File: src/rtl/pfx_pkg.sv
// Package: shared widths, encodings and byte classes for the prefix collector.
// Assumes byte-serial input; bit positions here are decoded by downstream logic.
package pfx_pkg;

    localparam int BYTE_W  = 8;
    localparam int VEC_W   = 8;
    localparam int SEG_W   = 3;
    localparam int REX_W   = 4;
    localparam int SIZE_W  = 2;
    localparam int MODE_W  = 2;

    // prefix vector bit positions
    localparam int POS_REPNE = 7;
    localparam int POS_REP   = 6;
    localparam int POS_LOCK  = 5;
    localparam int POS_ADSZ  = 4;
    localparam int POS_OPSZ  = 3;

    localparam logic [MODE_W-1:0] MODE_LONG  = 2'd0;
    localparam logic [MODE_W-1:0] MODE_DEF32 = 2'd1;

    localparam logic [SIZE_W-1:0] SZ_NONE = 2'd0;
    localparam logic [SIZE_W-1:0] SZ_16   = 2'd1;
    localparam logic [SIZE_W-1:0] SZ_32   = 2'd2;
    localparam logic [SIZE_W-1:0] SZ_64   = 2'd3;

    typedef enum logic [SEG_W-1:0] {
        SEG_NONE = 3'd0, SEG_CS = 3'd1, SEG_DS = 3'd2, SEG_ES = 3'd3,
        SEG_FS = 3'd4, SEG_GS = 3'd5, SEG_SS = 3'd6
    } seg_code_e;

    typedef enum logic [2:0] {
        BK_OPCODE, BK_SEG, BK_OPSZ, BK_ADSZ, BK_LOCK, BK_REP, BK_REPNE, BK_REX
    } byte_kind_e;

endpackage

File: src/rtl/pfx_classify.sv
// Module: pfx_classify
// Purely combinational sort of one instruction byte into a prefix class.
// Assumes the extension range is honoured only when long_mode is high.
module pfx_classify
    import pfx_pkg::*;
#(
    parameter int BW = BYTE_W
) (
    input  logic [BW-1:0]    byte_in,
    input  logic             long_mode,
    output byte_kind_e       kind,
    output logic [SEG_W-1:0] seg_code
);

    // Map the byte value to its class and segment code.
    always_comb begin
        kind     = BK_OPCODE;
        seg_code = SEG_NONE;
        case (byte_in[7:0])
            8'h2E: begin kind = BK_SEG; seg_code = SEG_CS; end
            8'h3E: begin kind = BK_SEG; seg_code = SEG_DS; end
            8'h26: begin kind = BK_SEG; seg_code = SEG_ES; end
            8'h64: begin kind = BK_SEG; seg_code = SEG_FS; end
            8'h65: begin kind = BK_SEG; seg_code = SEG_GS; end
            8'h36: begin kind = BK_SEG; seg_code = SEG_SS; end
            8'h66: kind = BK_OPSZ;
            8'h67: kind = BK_ADSZ;
            8'hF0: kind = BK_LOCK;
            8'hF3: kind = BK_REP;
            8'hF2: kind = BK_REPNE;
            default: begin
                if (long_mode && byte_in[7:4] == 4'h4)
                    kind = BK_REX;
            end
        endcase
    end

endmodule

File: src/rtl/pfx_size_resolve.sv
// Module: pfx_size_resolve
// Combinational operand-size resolution from mode, extension W and override.
// Assumes mode codes 2 and 3 both mean a 16-bit default.
module pfx_size_resolve
    import pfx_pkg::*;
(
    input  logic [MODE_W-1:0] mode,
    input  logic              rex_w,
    input  logic              opsz_ovr,
    output logic [SIZE_W-1:0] size_code
);

    // Choose the size code per mode.
    always_comb begin
        if (mode == MODE_LONG)
            size_code = rex_w ? SZ_64 : (opsz_ovr ? SZ_16 : SZ_32);
        else if (mode == MODE_DEF32)
            size_code = opsz_ovr ? SZ_16 : SZ_32;
        else
            size_code = opsz_ovr ? SZ_32 : SZ_16;
    end

endmodule

File: src/rtl/pfx_accum.sv
// Module: pfx_accum
// State registers: folds classified bytes into the prefix vector and
// extension fields, latches the opcode and size, and marks completion.
// Assumes the size input is valid in the cycle the opcode byte is accepted.
module pfx_accum
    import pfx_pkg::*;
#(
    parameter int BW = BYTE_W
) (
    input  logic              clk,
    input  logic              rst_n,
    input  logic              clear,
    input  logic              byte_valid,
    input  logic [BW-1:0]     byte_in,
    input  byte_kind_e        kind,
    input  logic [SEG_W-1:0]  seg_code,
    input  logic [SIZE_W-1:0] size_in,
    output logic [VEC_W-1:0]  vec_q,
    output logic              rex_seen_q,
    output logic [REX_W-1:0]  rex_q,
    output logic [BW-1:0]     opcode_q,
    output logic [SIZE_W-1:0] size_q,
    output logic              done_q,
    output logic              fin_q
);

    // Accumulate prefixes until the opcode, then hold until cleared.
    always_ff @(posedge clk) begin
        if (!rst_n || clear) begin
            vec_q      <= '0;
            rex_seen_q <= 1'b0;
            rex_q      <= '0;
            opcode_q   <= '0;
            size_q     <= SZ_NONE;
            done_q     <= 1'b0;
            fin_q      <= 1'b0;
        end else begin
            done_q <= 1'b0;
            if (byte_valid && !fin_q) begin
                case (kind)
                    BK_SEG:   vec_q[SEG_W-1:0] <= seg_code;
                    BK_OPSZ:  vec_q[POS_OPSZ]  <= 1'b1;
                    BK_ADSZ:  vec_q[POS_ADSZ]  <= 1'b1;
                    BK_LOCK:  vec_q[POS_LOCK]  <= 1'b1;
                    BK_REP:   vec_q[POS_REP]   <= 1'b1;
                    BK_REPNE: vec_q[POS_REPNE] <= 1'b1;
                    BK_REX: begin
                        rex_seen_q <= 1'b1;
                        rex_q      <= byte_in[REX_W-1:0];
                    end
                    default: begin
                        opcode_q <= byte_in;
                        size_q   <= size_in;
                        done_q   <= 1'b1;
                        fin_q    <= 1'b1;
                    end
                endcase
            end
        end
    end

endmodule

File: src/rtl/prefix_gather.sv
// Module: prefix_gather (top)
// Byte-serial prefix collector: wires the classifier, size resolver and
// state registers. Assumes mode is steady while an instruction streams in.
module prefix_gather
    import pfx_pkg::*;
(
    input  logic              clk,
    input  logic              rst_n,
    input  logic              clear,
    input  logic              byte_valid,
    input  logic [7:0]        byte_in,
    input  logic [1:0]        mode,
    output logic [7:0]        pfx_vec,
    output logic              rex_seen,
    output logic [3:0]        rex_bits,
    output logic [7:0]        opcode,
    output logic [1:0]        op_size,
    output logic              done
);

    byte_kind_e        kind_w;
    logic [SEG_W-1:0]  seg_w;
    logic [SIZE_W-1:0] size_w;
    logic              fin_w;

    pfx_classify #(.BW(BYTE_W)) u_cls (
        .byte_in   (byte_in),
        .long_mode (mode == MODE_LONG),
        .kind      (kind_w),
        .seg_code  (seg_w)
    );

    pfx_size_resolve u_size (
        .mode      (mode),
        .rex_w     (rex_seen & rex_bits[3]),
        .opsz_ovr  (pfx_vec[POS_OPSZ]),
        .size_code (size_w)
    );

    pfx_accum #(.BW(BYTE_W)) u_acc (
        .clk        (clk),
        .rst_n      (rst_n),
        .clear      (clear),
        .byte_valid (byte_valid),
        .byte_in    (byte_in),
        .kind       (kind_w),
        .seg_code   (seg_w),
        .size_in    (size_w),
        .vec_q      (pfx_vec),
        .rex_seen_q (rex_seen),
        .rex_q      (rex_bits),
        .opcode_q   (opcode),
        .size_q     (op_size),
        .done_q     (done),
        .fin_q      (fin_w)
    );

endmodule

File: config.mk
export PLATFORM = sky130hd
export DESIGN_NAME = prefix_gather
export DESIGN_NICKNAME = d
export VERILOG_FILES = /design/src/rtl/pfx_pkg.sv /design/src/rtl/pfx_classify.sv /design/src/rtl/pfx_size_resolve.sv /design/src/rtl/pfx_accum.sv /design/src/rtl/prefix_gather.sv
export SDC_FILE = /design/constraint.sdc
export NUM_CORES = 1
export LEC_CHECK = 0
export BUFFER_PORTS_ARGS = -buffer_cell sky130_fd_sc_hd__buf_4
export CAP_MARGIN = 20
export CORE_MARGIN = 4
export CORE_UTILIZATION = 40
export DETAILED_ROUTE_END_ITERATION = 8
export PLACE_DENSITY = 0.77
export SKIP_CTS_REPAIR_TIMING = 1
export SLEW_MARGIN = 40
export SYNTH_ARGS = -nofsm -noshare
export SYNTH_HDL_FRONTEND = slang
export SYNTH_SLANG_ARGS = --single-unit
File: constraint.sdc
create_clock -name clk -period 1.2 [get_ports clk]
set_input_delay 0.12 -clock clk [delete_from_list [all_inputs] [get_ports clk]]
set_output_delay 0.12 -clock clk [all_outputs]
set_load 0.02 [all_outputs]
# == After elaboration in Yosys (flattened, before gate mapping) ==
# Cells that the tools add are included.
# word_totals
regBits,25
mem_bits_rw,0
n_memories,0
romBits,0
latch_bits,0
word_cells,61
out_inout_bits,24
in_bits,14
# op_classes
n_shift,0
n_mux,9
n_lt_le_gt_ge,0
addsub,0
n_reduce_logical,17
div,0
bitwise,3
eq_ne,20
mul,0
# ops
op,count
3-bit one-hot mux with 6 select lines,2
8-bit by 6-bit == test with 1-bit output (second input constant),4
8-bit by 7-bit == test with 1-bit output (second input constant),4
8-bit == test (second input constant),3
2-bit AND reduction,8
3-bit == test (second input constant),4
2-bit two-way mux,5
7-bit OR reduction,1
3-bit by 2-bit == test with 1-bit output (second input constant),2
6-bit OR reduction,1
4-bit by 3-bit == test with 1-bit output (second input constant),1
3-bit by 1-bit == test with 1-bit output (second input constant),1
3-bit two-way mux,1
2-bit by 1-bit == test with 1-bit output (second input constant),1
1-bit logical AND,2
1-bit zero test,2
2-bit zero test,1
1-bit NOT,2
2-bit OR reduction,1
1-bit AND,1
1-bit logical OR,1
1-bit two-way mux,1

# == Longest topological paths before layout ==
# Gate-level depths: netlist of the first run.
# logic_depth
ltp_word,8
depth_mapped,6
ltp_nobuf,5

# == Hierarchy ==
# Synthesis of the first run repeated with hierarchy kept, for this count alone.
# hier_totals
hier_cells,138
hier_area_um2,1182.4
# by_module_without_submodules
module,area_each_um2,instances,seq_area_each_um2,cells_each
pfx_accum,949.7,1,500.5,103
pfx_classify,175.2,1,0.0,26
pfx_size_resolve,47.5,1,0.0,7
prefix_gather,10.0,1,0.0,2

# == Worst setup path before layout of the first run ==
# Ideal clock, no wire load.
# synth_timing
path_kind,input port to flip-flop
from,in byte_in[5]
to,reg u_acc.opcode_q[0]
arrival_ns,1.199
setup_slack_ns,-0.070
n_path_buf,1
path_stages,6
setup_ns,0.072
required_time_ns,1.128
cell_sequence,nor4_1 > nand2_2 > o221a_2 > nand2_4 > buf_12 > mux2i_1
# synth_via
elab_chain_len,8
elab_cells_between_ends,26
cone_classes,19 x eq/ne; 2 x mux; 1 x bitwise; 4 x reduce/logical
# synth_lines
element,line_no,text
start: declaration,prefix_gather.sv:11,"input logic [7:0] byte_in,"
"parallel branches: the longest is 3 deep, another holds 8-bit by 6-bit == test with 1-bit output",--,
3-bit one-hot mux with 6 select lines *,pfx_classify.sv:19,case (byte_in[7:0])
3-bit == test (tied with other cells),pfx_accum.sv:40,case (kind)
7-bit OR reduction (no source line) *,--,
1-bit NOT (no source line) *,--,
2-bit AND reduction (no source line) *,--,
end signal: assignment,pfx_accum.sv:52,opcode_q <= byte_in;
end: declaration,pfx_accum.sv:21,"output logic [BW-1:0] opcode_q,"
# Every way passes the cells marked *.
# A chain may end at the register's enable or synchronous reset.

# == Worst setup path in the final report of the first run ==
# layout_timing
from,in byte_in[3]
to,reg u_acc.opcode_q[7]
# layout_via
elab_chain_len,7
elab_cells_between_ends,23
cone_classes,18 x eq/ne; 1 x mux; 1 x bitwise; 3 x reduce/logical
# layout_lines
element,line_no
8-bit by 6-bit == test with 1-bit output / 8-bit by 7-bit == test with 1-bit output (equally long branches),pfx_classify.sv:19
6-bit OR reduction (no source line),--
3-bit one-hot mux with 6 select lines *,pfx_classify.sv:19
3-bit == test (tied with other cells),pfx_accum.sv:40
7-bit OR reduction (no source line) *,--
1-bit NOT (no source line) *,--
2-bit AND reduction (no source line) *,--
# Mark *: on every way between the ends. The rest lies on a longest branch, timed or not.

==> impl_summary.txt, run 1 <==
----------------------------------------------------
[Worst setup path]
  Critical Path AT ... approximately 1.4 ns
  WS Path Type ... in -> reg
  Crit path capture type ... flip-flop
  Critical Path Source Type ... input pin
  Reg-to-reg startpoint ... u_acc.fin_q$_SDFFE_PP0P_
  Register-to-register path setup slack ... 0.08 ns
  Logic depth of the worst register-to-register path ... 4
  CP max FO ... 11
  Critical Path RT ... roughly 1.5 ns
  End of the worst register-to-register path ... u_acc.opcode_q[7]$_SDFFE_PP0P_

[Cells and area]
  Number of inserted filler cells in the final layout ... 255
  Total number of nets in the final design ... 201
  Fraction of final layout cells sized beyond drive strength 1 ... 38.2%
  Post-Layout Inst Area ... 1660 um2
  Total inserted antenna cells ... 0
  Final core utilization ... 59.1%
  Area growth from synthesis to final layout ... 39.0%

[Power and ir drop]
  Internal Power ... 0.00110 W
  Net switching power of the design ... 0.000406 W
  Relative contribution of sequential cells to total power ... 56.6%
  Part of the total power dissipated in combinational logic ... 18.2%
  Portion of total power attributed to the clock network ... 25.2%
  Fraction of power spent switching nets ... a little over a quarter
  Worst VDD drop ... 0.000544 V
  Power Total ... around 0.0015 W
  Total leakage power ... 0.764 nW
  Power per standard cell area ... 910 nW/um2

[Floorplan]
  Row Count ... 19
  Horizontal die dimension ... 62.6 um
  Die extent in y ... between 60 and 70 um
  Floorplan core area ... between 2000 and 3000 um2
  Top-Level Pins ... 38
  Initial Util ... 42.5%
  Total Die Area ... between 3000 and 4000 um2

[Global routing]
  Via count of the first global-routing pass ... 1143
  Antenna violations before repair ... 0
  Global-route wire length before repair ... 5.20 mm
  Largest net degree at the start of global routing ... 28
  Sum of overflow across all layers after global routing ... 0
  Overall routing resource usage ... 16.0%

[Clocking]
  Clock insertion delay at the later pin of the skew report ... about 0.32 ns
  CTS max path bufs ... 2
  CTS H-tree lvls ... 1
  Clock tree from TritonCTS ... done
  Buffer type at the clock tree root ... sky130_fd_sc_hd__clkbuf_4
  Number of buffers created by CTS ... 3
  CTS Sinks ... 25
  Post-CTS clock slew at the launch and capture registers of the worst setup and hold paths ... 0.14 ns

[Logic synthesis]
  Post-Synthesis Mean Instance Area ... 8.90 um2
  Share of synthesized area occupied by flip-flops and latches ... 42.0%
  Synth Register Bits ... 25
  Synth cell types ... 35
  Syn_nets ... 148
  Post-Syn Area ... 1190 um2
  Post-Synthesis Cells ... 134
  Total number of yosys warnings ... 0

[Route]
  Antenna Violating Nets Remaining ... 0
  WL/cell ... 14.1 um
  DR iter-0 viols ... 67
  Total length of routed wires ... approximately 3.1 mm
  Number of search-and-repair iterations in the first detailed-routing pass ... 4
  Number of design rule violations left after detail routing ... 0
  Via count ... between 1000 and 1500
  Per-cell via count in the routed design ... around 5.2

[Place]
  Hpwl dp ... 2.35 mm
  RD Place Congestion ... 0.906
  Number of buffer cells added on primary ports ... 37
  Post-placement cell area ... 1620 um2

[Timing]
  Worst relative slew slack ... 76.5%
  Min Clock Period, post-route ... 1.12 ns
  Setup tns final ... 0 ns
  Worst hold slack ... 0.0685 ns
  Final max-slew violation count ... 0
  Period utilization ... about 93%
  Transition time at the pin with the least slew margin ... 0.353 ns
  Setup repair after global routing missed its margin ... no
  Number of hold violations in the final report ... 0
  Fin Clk Skew ... between 0.001 and 0.0015 ns
  Fmax ... ~890 MHz
  Number of endpoints failing setup at the final stage ... 0

[Worst hold path]
  Hold crit path type ... in -> reg
  Hold-critical path endpoint ... u_acc.opcode_q[5]$_SDFFE_PP0P_
  Cell depth of the worst hold path ... 3
  Startpoint of the tightest hold check path ... byte_in[5]

[Run]
  Max-cap violations ... 0

[Outcome]
  Outcome ... complete, no violations

----------------------------------------------------
## synth_stat cells, drive strengths merged
master | n | share of area [%]
a2111oi | 1 | 2.3
a21oi | 6 | 2.8
a22oi | 1 | 0.63
a31oi | 4 | 2.1
and2b | 1 | 0.84
and3 | 1 | 0.52
and3b | 2 | 1.5
and4 | 1 | 0.73
and4bb | 1 | 1.0
buf | 2 | 2.3
clkbuf | 4 | 1.3
dfxtp | 25 | 42
inv | 4 | 1.3
mux2i | 15 | 13
nand2 | 29 | 10
nand2b | 2 | 1.0
nand3 | 7 | 2.9
nand3b | 1 | 0.63
nor2 | 12 | 3.8
nor2b | 1 | 0.52
nor3b | 2 | 1.7
nor4 | 1 | 0.52
o211a | 2 | 1.7
o21ai | 5 | 2.4
o221a | 1 | 0.94
o221ai | 1 | 0.73
or2b | 1 | 0.63
or4 | 1 | 0.63
## final cells by class
class                           count  area, um2  share of cell area, %
Clock buffer                        3       22.5                   1.36
Clock inverter                      1       5.00                  0.302
Inverter                            4       15.0                  0.906
Multi-Input combinational cell     99        658                   39.7
Sequential cell                    25        500                   30.2
Tap cell                           31       38.8                   2.34
Timing Repair Buffer               54        418                   25.2
## state kept, by name, summed over array words and instances, names as in the netlist
name,count
u_acc.done_q,1
u_acc.fin_q,1
u_acc.opcode_q,8
u_acc.rex_q,4
u_acc.rex_seen_q,1
u_acc.size_q,2
u_acc.vec_q,8
## power groups by stage
stage               registers (W)  logic (W)  clock network (W)
CTS                      0.000854   0.000269           0.000387
global placement         0.000871   0.000261                  0
floorplan                0.000889   0.000125                  0
detailed placement       0.000872   0.000267                  0
finish                   0.000854   0.000275           0.000380
global route             0.000856   0.000298           0.000425
## cells by family (layout without fill, tap and decap cells)
group / count (synthesis) / after routing / share of synthesized area [%]
simple gates: 63 / 63 / 27.0
flops: 25 / 25 / 42.0
compound gates: 21 / 21 / 13.6
mux: 15 / 15 / 12.6
buf+inv: 10 / 62 / 4.83
## per-layer routing
metal  GRT usage (%)  vias to the layer above  routed length, um
met3            3.78                        5                167
met1            19.8                      528               1420
met5               0                        -                  0
li1                -                      573                  -
met4            4.68                        0                 27
met2            27.6                       32               1450
## how the worst max path moves through the flow
| stage | start | end | slack, ns | cells after the start |
|---|---|---|---|---|
| after floorplan | byte_in[5] | u_acc.opcode_q[0]$_SDFFE_PP0P_ | 0.01 | 6 |
| after global placement | byte_in[5] | u_acc.size_q[1]$_SDFFE_PP0P_ | -0.18 | 6 |
| after detailed placement | byte_in[5] | u_acc.opcode_q[7]$_SDFFE_PP0P_ | -0.22 | 6 |
| after CTS | u_acc.fin_q$_SDFFE_PP0P_ | u_acc.vec_q[1]$_SDFFE_PP0P_ | -0.02 | 4 |
| after global routing | byte_in[3] | u_acc.opcode_q[6]$_SDFFE_PP0P_ | 0.002 | 6 |
| final | byte_in[3] | u_acc.opcode_q[7]$_SDFFE_PP0P_ | 0.08 | 6 |
## stage by stage
stage          setup WS (ns)  cells
6_report              0.0792    217
5_1_grt              0.00167    217
3_5_place_dp          -0.224    213
4_1_cts              -0.0150    217
2_1_floorplan         0.0108    134
3_3_place_gp          -0.179    213
## placed cells by master (no fill, tap or decap), drive strengths merged
master   synthesis  final
nor3b            2      2
a31oi            4      4
nor2            12     12
and2b            1      1
and4             1      1
buf              2     54
a2111oi          1      1
nand2           29     29
clkbuf           4      3
o21ai            5      5
o211a            2      2
inv              4      4
nand3b           1      1
dfxtp           25     25
nand2b           2      2
mux2i           15     15
a21oi            6      6
o221a            1      1
nand3            7      7
or2b             1      1
clkinv           0      1
a22oi            1      1
o221ai           1      1
nor4             1      1
and3             1      1
and4bb           1      1
and3b            2      2
or4              1      1
nor2b            1      1
## worst max-delay path: stages
cell and delay, ns:
sky130_fd_sc_hd__buf_4 0.13, sky130_fd_sc_hd__and3b_1 0.29, sky130_fd_sc_hd__o21ai_2 0.11, sky130_fd_sc_hd__o221a_2 0.31, sky130_fd_sc_hd__nand2_4 0.18, sky130_fd_sc_hd__mux2i_1 0.21
No activity file was read; power rests on OpenSTA's default activity.
==> run 2, diff against run 1 <==
==> constraint.sdc (replaced) <==
create_clock -name clk -period 1.2 [get_ports clk]
set_input_delay 0.24 -clock clk [delete_from_list [all_inputs] [get_ports clk]]
set_output_delay 0.24 -clock clk [all_outputs]
set_load 0.02 [all_outputs]
==> run 2 against run 1 <==
The flow now finishes with violations (negative setup slack). Clock skew increased by 0.0070 ns. Cell area is 7.1% higher. Global-route usage increased by 0.79 points. Combinational power grew 15%. Fmax fell by 6.9%. Core utilization is 4.2 points higher. Wire length is 11% higher. Largest power group unchanged. Critical path depth grew 1. Clock-buffer cell count did not move.
==> impl_summary.txt, run 2 (synthesized netlist as in run 1, its figures left out) <==
----------------------------------------------------
[Timing]
  Setup tns final ... -0.00391 ns
  Worst hold slack ... 0.165 ns
  Number of hold violations in the final report ... 0
  Period utilization ... 100%
  Setup repair after global routing missed its margin ... yes
  Minimum setup slack in the final design ... -0.00391 ns
  Fmax ... 831 MHz
  Number of endpoints failing setup at the final stage ... 1
  Min Clock Period, post-route ... 1.20 ns
  Transition time at the pin with the least slew margin ... 0.300 ns
  Fin Clk Skew ... between 0.008 and 0.009 ns
  Worst relative slew slack ... 80.0%
  Final max-slew violation count ... 0

[Cells and area]
  Total inserted antenna cells ... 0
  Highest-count cells in the layout ignoring fill and taps ... sky130_fd_sc_hd__buf_4 (56), sky130_fd_sc_hd__nand2_1 (26), sky130_fd_sc_hd__dfxtp_1 (24)
  Post-Layout Inst Area ... about 1800 um2
  Largest registers ... u_acc.opcode_q: 8 flops, u_acc.vec_q: 8 flops, u_acc.rex_q: 4 flops
  Final instance count without filler cells ... 223
  Most common cell after layout, fill and taps aside ... sky130_fd_sc_hd__buf_4
  Area growth from synthesis to final layout ... 48.9%
  Total number of nets in the final design ... 207
  Fraction of final layout cells sized beyond drive strength 1 ... 41.7%

[Worst setup path]
  Logic depth of the worst register-to-register path ... 4
  Launching instance or port of the critical path ... byte_in[5]
  WS Path Type ... in -> reg
  Register-to-register path setup slack ... approximately 0.090 ns
  CP max FO ... 5
  Reg-to-reg startpoint ... u_acc.fin_q$_SDFFE_PP0P_
  Critical Path RT ... 1.47 ns
  Crit path capture type ... flip-flop
  Critical Path Source Type ... input pin
  Worst setup path endpoint ... u_acc.opcode_q[5]$_SDFFE_PP0P_
  End of the worst register-to-register path ... u_acc.vec_q[0]$_SDFFE_PP0P_
  Critical Path AT ... 1.48 ns

[Floorplan]
  Top-Level Pins ... 38
  Row Count ... 19
  Total Die Area ... roughly 3900 um2
  Floorplan core area ... 2810 um2
  Initial Util ... 42.5%
  Horizontal die dimension ... 62.6 um
  Die extent in y ... 62.6 um

[Route]
  Total length of routed wires ... 3.39 mm
  Via count ... 1188
  Number of design rule violations left after detail routing ... 0
  WL/cell ... roughly 15 um
  Antenna Violating Nets Remaining ... 0
  Per-cell via count in the routed design ... roughly 5.3
  Total length of routed met2 wires ... 1.72 mm
  Max Used Layer ... met4
  M1 wire length ... 1.42 mm
  Sum of met3 wire segment lengths after detailed routing ... 173 um
  Number of search-and-repair iterations in the first detailed-routing pass ... 4
  DR iter-0 viols ... 43

[Power and ir drop]
  Total leakage power ... 0.803 nW
  Power per standard cell area ... 880 nW/um2
  Internal Power ... 0.00113 W
  Worst VDD drop ... 0.000634 V
  Fraction of power spent switching nets ... 27.8%
  Relative contribution of sequential cells to total power ... 54.7%
  Net switching power of the design ... about 0.00043 W
  Part of the total power dissipated in combinational logic ... 20.3%
  Portion of total power attributed to the clock network ... 25.0%

[Place]
  Setup WS pre-CTS ... -0.326 ns
  Number of buffer cells added on primary ports ... 37
  Placed Instances ... 216
  Post-placement cell area ... roughly 1700 um2
  RD Place Congestion ... 0.820
  Hpwl dp ... 2.50 mm

[Clocking]
  Post-CTS clock slew at the launch and capture registers of the worst setup and hold paths ... between 0.1 and 0.15 ns
  Buffer type at the clock tree root ... sky130_fd_sc_hd__clkbuf_4
  Clock tree from TritonCTS ... done
  CTS H-tree lvls ... 1
  CTS Sinks ... 25
  CTS max path bufs ... 2
  Clock insertion delay at the later pin of the skew report ... 0.33 ns
  Number of buffers created by CTS ... 3

[Global routing]
  Global-route wire length before repair ... roughly 5.4 mm
  Via count of the first global-routing pass ... 1189
  Sum of overflow across all layers after global routing ... 0
  Antenna violations before repair ... 0
  Overall routing resource usage ... 16.8%
  Largest net degree at the start of global routing ... 28

[Worst hold path]
  Hold crit path type ... in -> reg
  Cell depth of the worst hold path ... 3

[Run]
  Max-cap violations ... 0

[Outcome]
  Violations in the final reports ... negative setup slack
  Outcome ... complete, but fails checks

----------------------------------------------------
==> run 2: changes by cell type in the layout (fill, tap and decap cells not counted), sizes merged <==
cell,before,now
nand2,29,30
clkinvlp,0,1
clkinv,1,0
buf,54,59
==> run 2: final cells by class <==
type                    instances  area, um2
repair buffers                 59        467
fillers                       225       1030
clock inverters                 1       7.51
multi-input cells             100        723
well taps                      31       38.8
clock buffers                   3       22.5
flip-flops and latches         25        502
inverters                       4       15.0
==> run 2: power groups by stage <==
stage / combinational, W / clock (W) / sequential (W)
2_1_floorplan: 0.000128 / 0 / 0.000889
3_3_place_gp: 0.000274 / 0 / 0.000871
3_5_place_dp: 0.000282 / 0 / 0.000872
4_1_cts: 0.000284 / 0.000396 / 0.000854
5_1_grt: 0.000340 / 0.000431 / 0.000857
6_report: 0.000317 / 0.000391 / 0.000854
==> run 2: metrics by stage <==
step / total power [W] / utilization [%]
after floorplan: 0.00102 / -
after global placement: 0.00115 / 59.1
after detailed placement: 0.00115 / 59.1
after CTS: 0.00153 / 60.2
after global routing: 0.00163 / 63.3
final: 0.00156 / 63.3
==> run 2: worst min path at each step <==
stage / to / slack [ns] / start
2_1_floorplan: u_acc.opcode_q[4]$_SDFFE_PP0P_ / 0.38 / byte_in[4]
3_3_place_gp: u_acc.opcode_q[5]$_SDFFE_PP0P_ / 0.45 / u_acc.opcode_q[5]$_SDFFE_PP0P_
3_5_place_dp: u_acc.opcode_q[6]$_SDFFE_PP0P_ / 0.46 / u_acc.opcode_q[6]$_SDFFE_PP0P_
4_1_cts: u_acc.opcode_q[5]$_SDFFE_PP0P_ / 0.18 / byte_in[5]
5_1_grt: u_acc.opcode_q[5]$_SDFFE_PP0P_ / 0.16 / byte_in[5]
6_report: u_acc.opcode_q[5]$_SDFFE_PP0P_ / 0.17 / byte_in[5]
==> run 2: routing by layer <==
layer	global-route usage, %	vias up
met1	19.1	549
met4	6.89	0
li1	-	585
met5	0	-
met3	3.06	7
met2	30.6	47
==> run 2: critical path: stages <==
cell	delay (ns)
sky130_fd_sc_hd__buf_8	0.11
sky130_fd_sc_hd__nor4_4	0.31
sky130_fd_sc_hd__nand2_2	0.16
sky130_fd_sc_hd__buf_4	0.17
sky130_fd_sc_hd__o221a_4	0.16
sky130_fd_sc_hd__nand2_4	0.13
sky130_fd_sc_hd__mux2i_1	0.20
